[src/rtl/prio_irq_pkg.sv]
package prio_irq_pkg;
  localparam int DefLines = 8;
  localparam int DefCascadeLine = 2;

  typedef struct packed {
    logic setIsr;
    logic clrEdgeReq;
    logic rotBase;
    logic loadBase;
    logic loadMask;
  } ctrlStrobes_t;
endpackage

[src/rtl/prio_find.sv]
module prio_find #(
  parameter int NumLines = 8,
  localparam int IdxW = $clog2(NumLines)
) (
  input  logic [NumLines-1:0] vec,
  input  logic [IdxW-1:0]     base,
  output logic [IdxW:0]       idx
);
  logic [NumLines-1:0] rotated;

  for (genvar p = 0; p < NumLines; p++) begin : g_rot
    logic [IdxW-1:0] lineSel;
    assign lineSel = IdxW'(p) + base;
    assign rotated[p] = vec[lineSel];
  end

  always_comb begin
    idx = (IdxW+1)'(NumLines);
    for (int p = NumLines - 1; p >= 0; p--) begin
      if (rotated[p]) idx = (IdxW+1)'(p);
    end
  end
endmodule

[src/rtl/prio_irq_ctrl.sv]
module prio_irq_ctrl
  import prio_irq_pkg::*;
(
  input  logic         ackStrobe,
  input  logic         autoEoi,
  input  logic         rotateOnAutoEoi,
  input  logic         maskWe,
  input  logic         baseWe,
  output ctrlStrobes_t strobes
);
  always_comb begin
    strobes.clrEdgeReq = ackStrobe;
    strobes.setIsr     = ackStrobe & ~autoEoi;
    strobes.rotBase    = ackStrobe & autoEoi & rotateOnAutoEoi & ~baseWe;
    strobes.loadBase   = baseWe;
    strobes.loadMask   = maskWe;
  end
endmodule

[src/rtl/prio_irq_datapath.sv]
module prio_irq_datapath
  import prio_irq_pkg::*;
#(
  parameter int NumLines = DefLines,
  parameter int CascadeLine = DefCascadeLine,
  localparam int IdxW = $clog2(NumLines)
) (
  input  logic                clk,
  input  logic                rstN,
  input  logic [NumLines-1:0] reqLines,
  input  logic                levelAll,
  input  logic [NumLines-1:0] levelSel,
  input  logic [NumLines-1:0] maskData,
  input  logic [IdxW-1:0]     baseData,
  input  logic                specialMask,
  input  logic                fullyNested,
  input  logic                isMaster,
  input  logic [IdxW-1:0]     ackLine,
  input  ctrlStrobes_t        strobes,
  output logic                irqOut,
  output logic [IdxW-1:0]     winLine
);
  logic [NumLines-1:0] irr, lastLvl, isr, imr;
  logic [IdxW-1:0]     base;
  logic [NumLines-1:0] lineLevel, ackOh, irrNext, isrNext;
  logic [NumLines-1:0] cand, svc, svcKeep, nestKeep;
  logic [IdxW:0]       candIdx, svcIdx;
  logic                pastValid;

  assign lineLevel = levelSel | {NumLines{levelAll}};
  assign ackOh     = NumLines'(1) << ackLine;

  // Per-line capture: level lines track the pin, edge lines latch a rise
  always_comb begin
    for (int i = 0; i < NumLines; i++) begin
      if (lineLevel[i]) begin
        irrNext[i] = reqLines[i];
      end else begin
        irrNext[i] = (irr[i] & ~(strobes.clrEdgeReq & ackOh[i]))
                   | (reqLines[i] & ~lastLvl[i]);
      end
    end
    isrNext = strobes.setIsr ? (isr | ackOh) : isr;
  end

  always_ff @(posedge clk) begin
    if (!rstN) begin
      irr       <= '0;
      lastLvl   <= '0;
      isr       <= '0;
      imr       <= '0;
      base      <= '0;
      pastValid <= 1'b0;
    end else begin
      irr       <= irrNext;
      lastLvl   <= reqLines;
      isr       <= isrNext;
      pastValid <= 1'b1;
      if (strobes.loadMask) imr <= maskData;
      if (strobes.loadBase)     base <= baseData;
      else if (strobes.rotBase) base <= ackLine + 1'b1;
    end
  end

  // Resolution against the current in-service level
  assign cand     = irr & ~imr;
  assign svcKeep  = specialMask ? ~imr : '1;
  assign nestKeep = (fullyNested && isMaster) ? ~(NumLines'(1) << CascadeLine) : '1;
  assign svc      = isr & svcKeep & nestKeep;

  prio_find #(.NumLines(NumLines)) u_candFind (.vec(cand), .base(base), .idx(candIdx));
  prio_find #(.NumLines(NumLines)) u_svcFind  (.vec(svc),  .base(base), .idx(svcIdx));

  always_ff @(posedge clk) begin
    if (!rstN) begin
      irqOut  <= 1'b0;
      winLine <= '0;
    end else begin
      irqOut  <= candIdx < svcIdx;
      winLine <= (candIdx < svcIdx) ? (candIdx[IdxW-1:0] + base) : '0;
    end
  end

  // Reported winner was an unmasked pending line one cycle earlier
  p_win_was_cand_r4: assert property (@(posedge clk) disable iff (!rstN)
    (pastValid && irqOut) |-> (|($past(cand) & (NumLines'(1) << winLine))));

  // Level lines mirror the pin one cycle later
  p_level_tracks_r3: assert property (@(posedge clk) disable iff (!rstN)
    (pastValid && $past(levelAll)) |-> (irr == $past(reqLines)));

  // Non-auto-EOI grant lands in the in-service set
  p_ack_sets_isr_r9: assert property (@(posedge clk) disable iff (!rstN)
    strobes.setIsr |=> isr[$past(ackLine)]);

  // Auto-EOI rotation moves the base just past the granted line
  p_rotate_base_r10: assert property (@(posedge clk) disable iff (!rstN)
    strobes.rotBase |=> (base == IdxW'($past(ackLine) + 1'b1)));

  // Edge lines only gain a request on a fresh rise
  for (genvar i = 0; i < NumLines; i++) begin : g_edgeChk
    p_edge_rise_r2: assert property (@(posedge clk) disable iff (!rstN)
      (pastValid && !$past(lineLevel[i]) && !$past(irr[i]) && irr[i])
        |-> $past(reqLines[i] && !lastLvl[i]));
  end
endmodule

[src/rtl/prio_irq_resolver.sv]
module prio_irq_resolver
  import prio_irq_pkg::*;
#(
  parameter int NumLines = DefLines,
  parameter int CascadeLine = DefCascadeLine,
  localparam int IdxW = $clog2(NumLines)
) (
  input  logic                clk,
  input  logic                rstN,
  input  logic [NumLines-1:0] reqLines,
  input  logic                levelAll,
  input  logic [NumLines-1:0] levelSel,
  input  logic                maskWe,
  input  logic [NumLines-1:0] maskData,
  input  logic                baseWe,
  input  logic [IdxW-1:0]     baseData,
  input  logic                autoEoi,
  input  logic                rotateOnAutoEoi,
  input  logic                specialMask,
  input  logic                fullyNested,
  input  logic                isMaster,
  input  logic                ackStrobe,
  input  logic [IdxW-1:0]     ackLine,
  output logic                irqOut,
  output logic [IdxW-1:0]     winLine
);
  ctrlStrobes_t strobes;

  prio_irq_ctrl u_ctrl (
    .ackStrobe(ackStrobe), .autoEoi(autoEoi), .rotateOnAutoEoi(rotateOnAutoEoi),
    .maskWe(maskWe), .baseWe(baseWe), .strobes(strobes)
  );

  prio_irq_datapath #(.NumLines(NumLines), .CascadeLine(CascadeLine)) u_dp (
    .clk(clk), .rstN(rstN), .reqLines(reqLines), .levelAll(levelAll),
    .levelSel(levelSel), .maskData(maskData), .baseData(baseData),
    .specialMask(specialMask), .fullyNested(fullyNested), .isMaster(isMaster),
    .ackLine(ackLine), .strobes(strobes), .irqOut(irqOut), .winLine(winLine)
  );
endmodule

[config.mk]
export PLATFORM = sky130hd
export DESIGN_NAME = prio_irq_resolver
export DESIGN_NICKNAME = d
export VERILOG_FILES = /design/src/rtl/prio_irq_pkg.sv /design/src/rtl/prio_find.sv /design/src/rtl/prio_irq_ctrl.sv /design/src/rtl/prio_irq_datapath.sv /design/src/rtl/prio_irq_resolver.sv
export SDC_FILE = /design/constraint.sdc
export NUM_CORES = 1
export LEC_CHECK = 0
export ABC_AREA = 0
export CAP_MARGIN = 15
export CORE_ASPECT_RATIO = 1.2
export CORE_UTILIZATION = 54
export CTS_CLUSTER_DIAMETER = 100
export CTS_CLUSTER_SIZE = 30
export DETAILED_ROUTE_END_ITERATION = 10
export PLACE_DENSITY = 0.83
export RECOVER_POWER = 100
export SLEW_MARGIN = 20
export SYNTH_ARGS = -nofsm -noshare
export SYNTH_HDL_FRONTEND = slang
export SYNTH_SLANG_ARGS = --single-unit
[constraint.sdc]
create_clock -name clk -period 3.9 [get_ports clk]
set_clock_uncertainty 0.05 [all_clocks]
set_input_delay 0.39 -clock clk [delete_from_list [all_inputs] [get_ports clk]]
set_output_delay 0.39 -clock clk [all_outputs]
set_load 0.03 [all_outputs]
Word level (Yosys, flattened, before mapping). Cells that the tools add are included.

Multiplexer cells: 60. Bitwise logic cells: 60. Add/sub/neg operators: 9. Reductions and logical operators: 3. Magnitude comparators: 9. Shift-type cells: 1.

Operators with widths (number): two-way mux 4 bit (16); binary-select mux 1 bit (select 3 bit) (16); < comparator 3 x 4 -> 1 bit (second input constant) (8); bitwise AND 1 bit (28); bitwise AND 8 bit (3); two-way mux 1 bit (24); NOT 1 bit (18); OR 8 bit (2); adder 3 bit (first input constant) (4); two-way mux 3 bit (3); two-way mux 8 bit (1); NOT 8 bit (1); OR 1 bit (8); << shifter 1 x 3 -> 8 bit (first input constant) (1); adder 2 x 3 -> 3 bit (first input constant) (2); < comparator 4 bit (1); adder 1 x 3 -> 3 bit (first input constant) (1); adder 3 x 1 -> 3 bit (second input constant) (1); adder 3 bit (1); AND reduction 2 bit (1); nonzero test 2 bit (1); logical AND 1 bit (1).

Input port bits: 41. Word-level logic and storage cells: 149. Output and inout port bits: 4. Flip-flop bits (word level): 39.

Logic depth before layout (Yosys ltp).
Depth after elaboration: 16. Gate-level depth with buffers: 17. Depth with buffers taken out: 15.

Modules after synthesis. Synthesis repeated with hierarchy kept, for this count alone.

Cell total of the unflattened synthesis: 312. Area total of the unflattened synthesis: 3176.8 µm².

By module, submodules not included: prio_irq_datapath (instances 1, seq. area each 780.7 µm², cells an instance 181, area each 1761.7 µm²); prio_find (instances 2, seq. area each 0.0 µm², cells an instance 63, area each 688.2 µm²); prio_irq_ctrl (instances 1, seq. area each 0.0 µm², cells an instance 5, area each 38.8 µm²).

Worst setup path after synthesis. No wires, ideal clock.

Path type: reg2reg. Start: register u_dp.base[1]. End: register u_dp.winLine[1]. Data required time: 3.780 ns. Buffers on the path: 1. Period minus slack after synthesis: 3.384 ns. Stages on the path, launching flop included: 16. Arrival: 3.264 ns. Setup time: 0.070 ns. Slack: 0.516 ns. Path through: dfxtp_1 > clkinv_1 > ha_1 > clkbuf_2 > mux4_2 > nor2b_1 > a21oi_1 > a2111oi_1 > nand2b_1 > ha_1 > a21o_1 > a21oi_1 > nand2_1 > a21oi_1 > o211ai_2 > a21oi_1.

Longest elaborated chain between the ends: 13. Elaborated cells between the ends (all ways): 58. Those cells by class: 8 x add/sub; 1 x order compare; 48 x mux; 1 x reduce/logical.

RTL lines: start: declaration (RTL line prio_irq_datapath.sv:24) `logic [IdxW-1:0] base;`; start signal: assignment (RTL line prio_irq_datapath.sv:60) `if (strobes.loadBase) base <= baseData;`; start signal: assignment (RTL line prio_irq_datapath.sv:61) `else if (strobes.rotBase) base <= ackLine + 1'b1;`; adder 3 bit (RTL line prio_find.sv:13) `assign lineSel = IdxW'(p) + base;`; binary-select mux 1 bit (select 3 bit) (RTL line prio_find.sv:14) `assign rotated[p] = vec[lineSel];`; two-way mux 1 bit (implied by the code) (RTL line prio_find.sv:14); two-way mux 4 bit (8 in series) (RTL line prio_find.sv:20) `if (rotated[p]) idx = (IdxW+1)'(p);`; < comparator 4 bit (RTL line prio_irq_datapath.sv:80) `winLine <= (candIdx < svcIdx) ? (candIdx[IdxW-1:0] + base) : '0;`; AND reduction 2 bit (no source line); end signal: assignment (RTL line prio_irq_datapath.sv:80); end: declaration (RTL line prio_irq_datapath.sv:21) `output logic [IdxW-1:0] winLine`.

Parallel ways exist; a longest one is shown, timed or not. The select of a mux whose other input is x is not followed. A chain may end at the register's enable or synchronous reset.

Final worst setup path.
Start: input specialMask. End: register u_dp.winLine[0].

Longest elaborated chain between the ends: 15. Elaborated cells between the ends (all ways): 29. Those cells by class: 1 x order compare; 25 x mux; 2 x bitwise; 1 x reduce/logical.

RTL lines: start: declaration (RTL line prio_irq_resolver.sv:19) `input logic specialMask,`; two-way mux 8 bit * (RTL line prio_irq_datapath.sv:67) `assign svcKeep = specialMask ? ~imr : '1;`; bitwise AND 8 bit * (2 in series) (RTL line prio_irq_datapath.sv:69) `assign svc = isr & svcKeep & nestKeep;`; binary-select mux 1 bit (select 3 bit) (RTL line prio_find.sv:14); two-way mux 1 bit (implied by the code) (RTL line prio_find.sv:14); two-way mux 4 bit (7 in series) (RTL line prio_find.sv:20); two-way mux 4 bit * (RTL line prio_find.sv:20); < comparator 4 bit * (RTL line prio_irq_datapath.sv:80); AND reduction 2 bit (no source line) *.

Every way passes the cells marked *; elsewhere a longest branch is shown, timed or not. The select of a mux whose other input is x is not followed.

==> impl_metrics.yaml <==
status:
  status: "complete, no violations"
power:
  power_mw: 1.19
  p_sw_share_pct: 30.4
  p_leak_nw: 1.33
  peakVddDrop_uv: 267
  p_int_mw: 0.829
  combPwrFrac_pct: 31.8
  seqPwrFrac_pct: 37.9
  p_clk_share_pct: 30.4
  power_density_mw_per_mm2: 347
  p_sw_mw: 0.362
cts:
  clock_sinks: 39
  clock_path_buffers: 2
  cts_hold_buf: 0
  clk_latency_ns: 0.30
  clk_pin_slew_ns: 0.08
  root_buffer: "clkbuf_8"
  cts_tree: "done"
  cts_setup_buffers: 0
  post_cts_resized: 0
  htreeDepth: 2
  cts_made_buffers: 5
setup_path:
  crit_chain: "clkdlybuf4s50_1 > nand2_1 > a32oi_1 > mux4_2 > nor2b_1 > a21oi_1 > a2111oi_1 > nand2b_1 > ha_1 > a21o_1 > a21oi_1 > nand2_1 > a21oi_1 > o211ai_1 > a21boi_0"
  cp_common_cell: "a21oi_1"
  slowest_stage: "clkdlybuf4s50_1"
  arrival_ns: 3.75
  start_kind: "primary input"
  crit_type: "in2reg"
  critPathMaxStageDelay_ns: 0.63
  cp_max_fo: 8
  cp-end-kind: "flip-flop"
  required_ns: 4.08
floorplan:
  start_util_pct: 57.0
  rows: 28
  ios: 45
  die_y_um: 81.4
  coreArea_mm2: 0.00497
  die_area_mm2: 0.00555
  fp.dieW_um: 68.1
yosys:
  syn_nets: 347
  syn_area_per_cell_um2: 9.68
  synth-edff-count: 0
  synth_cell_types: 62
  synth_most_common_cell: "dfxtp_1"
  yosysWarnings: 0
  synth_common_cells: "39 x dfxtp_1, 30 x nor2b_1, 29 x nand2_1"
  syn-cell-area_mm2: 0.00284
  ys_ff_latch: 39
  synth_top_area_cell: "dfxtp_1"
  synthArstFlopShare_pct: 0
  syn_inst: 293
  synth_area_leaders: "dfxtp_1 28%, mux4_2 9.5%, mux2i_1 7.1%, nor2b_1 6.6%, ha_1 5.3%"
  synth_top_area_share_pct: 27.5
  ys_seq_area_share_pct: 27.5
  ys.flop_type: "dfxtp_1"
place:
  pre_cts_slack_ns: 0.0825
  hpwl_um: 5130
  place_congestion: 0.939
  port_buffers: 44
route:
  drt_first_pass_iters: 4
  wl_per_cell_um: 16.0
  routed_wl_um: 6400
  drtIter0Drc: 41
  via_per_inst: 5.89
  remaining_drc_errors: 0
  vias: 2352
  ant_nets: 0
finish:
  drive_gt1_share_pct: 14.2
  antenna_cells: 0
  syn_to_final_growth_pct: 21.1
  fillers: 400
  final_nets: 392
  postLayoutCoreUtil_pct: 69.0
sta:
  min_period_over_period_pct: 91.7
  whs_ns: 0.419
  worstMarginPinSlew_ns: 1.14
  grt_setup_unrepaired: "false"
  final_hold_viol_count: 0
  setup_slack_ns: 0.325
  max_freq_mhz: 280
  layout_min_cycle_time_ns: 3.58
  maxSlewHeadroom_pct: 23.7
  tns_ns: 0
  setup_viol: 0
  final_max_slew_viol_count: 0
global_routing:
  overflow: 0
  antenna_found_initial: 0
  grt_pass1_vias: 2378
  grt_pass1_wl_um: 10700
  grt_max_degree: 32
  track_usage_pct: 26.0
run:
  max_cap_viol_count: 0
hold_path:
  min_path_type: "reg2reg"
[state kept, by name, indices dropped and copies added (netlist names)]
name and cells:
u_dp.imr 8, u_dp.isr 8, u_dp.base 3, u_dp.lastLvl 8
u_dp.irqOut 1, u_dp.winLine 3, u_dp.irr 8
[metrics by stage]
step | area (µm²) | instances
3_5_place_dp | 3320 | 391
4_1_cts | 3440 | 399
2_1_floorplan | 2840 | 293
3_3_place_gp | 3320 | 391
5_1_grt | 3430 | 399
6_report | 3430 | 399
[routing by layer]
layer	track usage [%]	share of wire, %	vias to the layer above
met5	0	0	-
met4	14.8	5.0	0
met3	5.20	4.0	26
met2	46.7	52	77
met1	27.3	39	1088
li1	-	-	1161
[power groups by stage]
stage	clock network [mW]	logic, mW	registers (mW)
after floorplan	0	0.243	0.481
after global placement	0	0.376	0.459
after detailed placement	0	0.387	0.461
after CTS	0.362	0.388	0.452
after global routing	0.385	0.418	0.455
final	0.362	0.378	0.451
[cell usage in the layout, fill, tap and decap left out, drive strengths merged, types with 2 or more instances in the layout]
cell / count
a211oi: 3
a21boi: 8
a21oi: 10
a31oi: 5
a32oi: 4
and2: 12
and4b: 2
buf: 5
clkbuf: 7
clkdlybuf4s50: 39
dfxtp: 39
dlygate4sd3: 5
ha: 12
inv: 8
mux2: 6
mux2i: 22
mux4: 12
nand2: 29
nand2b: 14
nand3: 5
nand4b: 6
nor2: 11
nor2b: 31
o2111ai: 2
o211a: 2
o211ai: 2
o21a: 2
o21ai: 13
xnor2: 3
xor2: 3
[final cells by class]
class | instances | area, µm² | share of cell area, %
clock inverters | 2 | 38.8 | 1.13
well taps | 60 | 75.1 | 2.19
multi-input cells | 234 | 1940 | 56.5
flip-flops and latches | 39 | 781 | 22.7
inverters | 8 | 35.0 | 1.02
repair buffers | 50 | 482 | 14.0
clock buffers | 6 | 82.6 | 2.41
[path summary, 6_finish.rpt]
path	startpoint	to	slack, ns	depth (start not counted)
worst max register to register	u_dp.base[0]	u_dp.winLine[0]	0.34	15
worst min-delay path	u_dp.isr[5]	u_dp.isr[5]	0.42	1
worst max-delay path	specialMask	u_dp.winLine[0]	0.32	15
worst min register to register	u_dp.isr[5]	u_dp.isr[5]	0.42	1
[critical path, delay by kind of cell]
kind | cells | cell delay, ns
AOI/OAI and AO/OA | 8 | 1.65
buffers and inverters | 1 | 0.63
and+or+nand+nor | 4 | 0.52
muxes | 1 | 0.32
adders and majority gates | 1 | 0.24
[kinds of logic (layout without fill, tap and decap cells)]
group                      count (synthesis)  after routing  share of synthesized area, %
and+or+nand+nor                          117            117                          24.4
AOI/OAI and AO/OA                         58             58                          15.2
muxes                                     40             40                          20.6
DFF                                       39             39                          27.5
buffers and inverters                     20             66                          3.88
adders and majority gates                 13             13                          6.00
xor gates and xnor gates                   6              6                          2.38
Note: power is estimated with default switching activity, not from simulation.
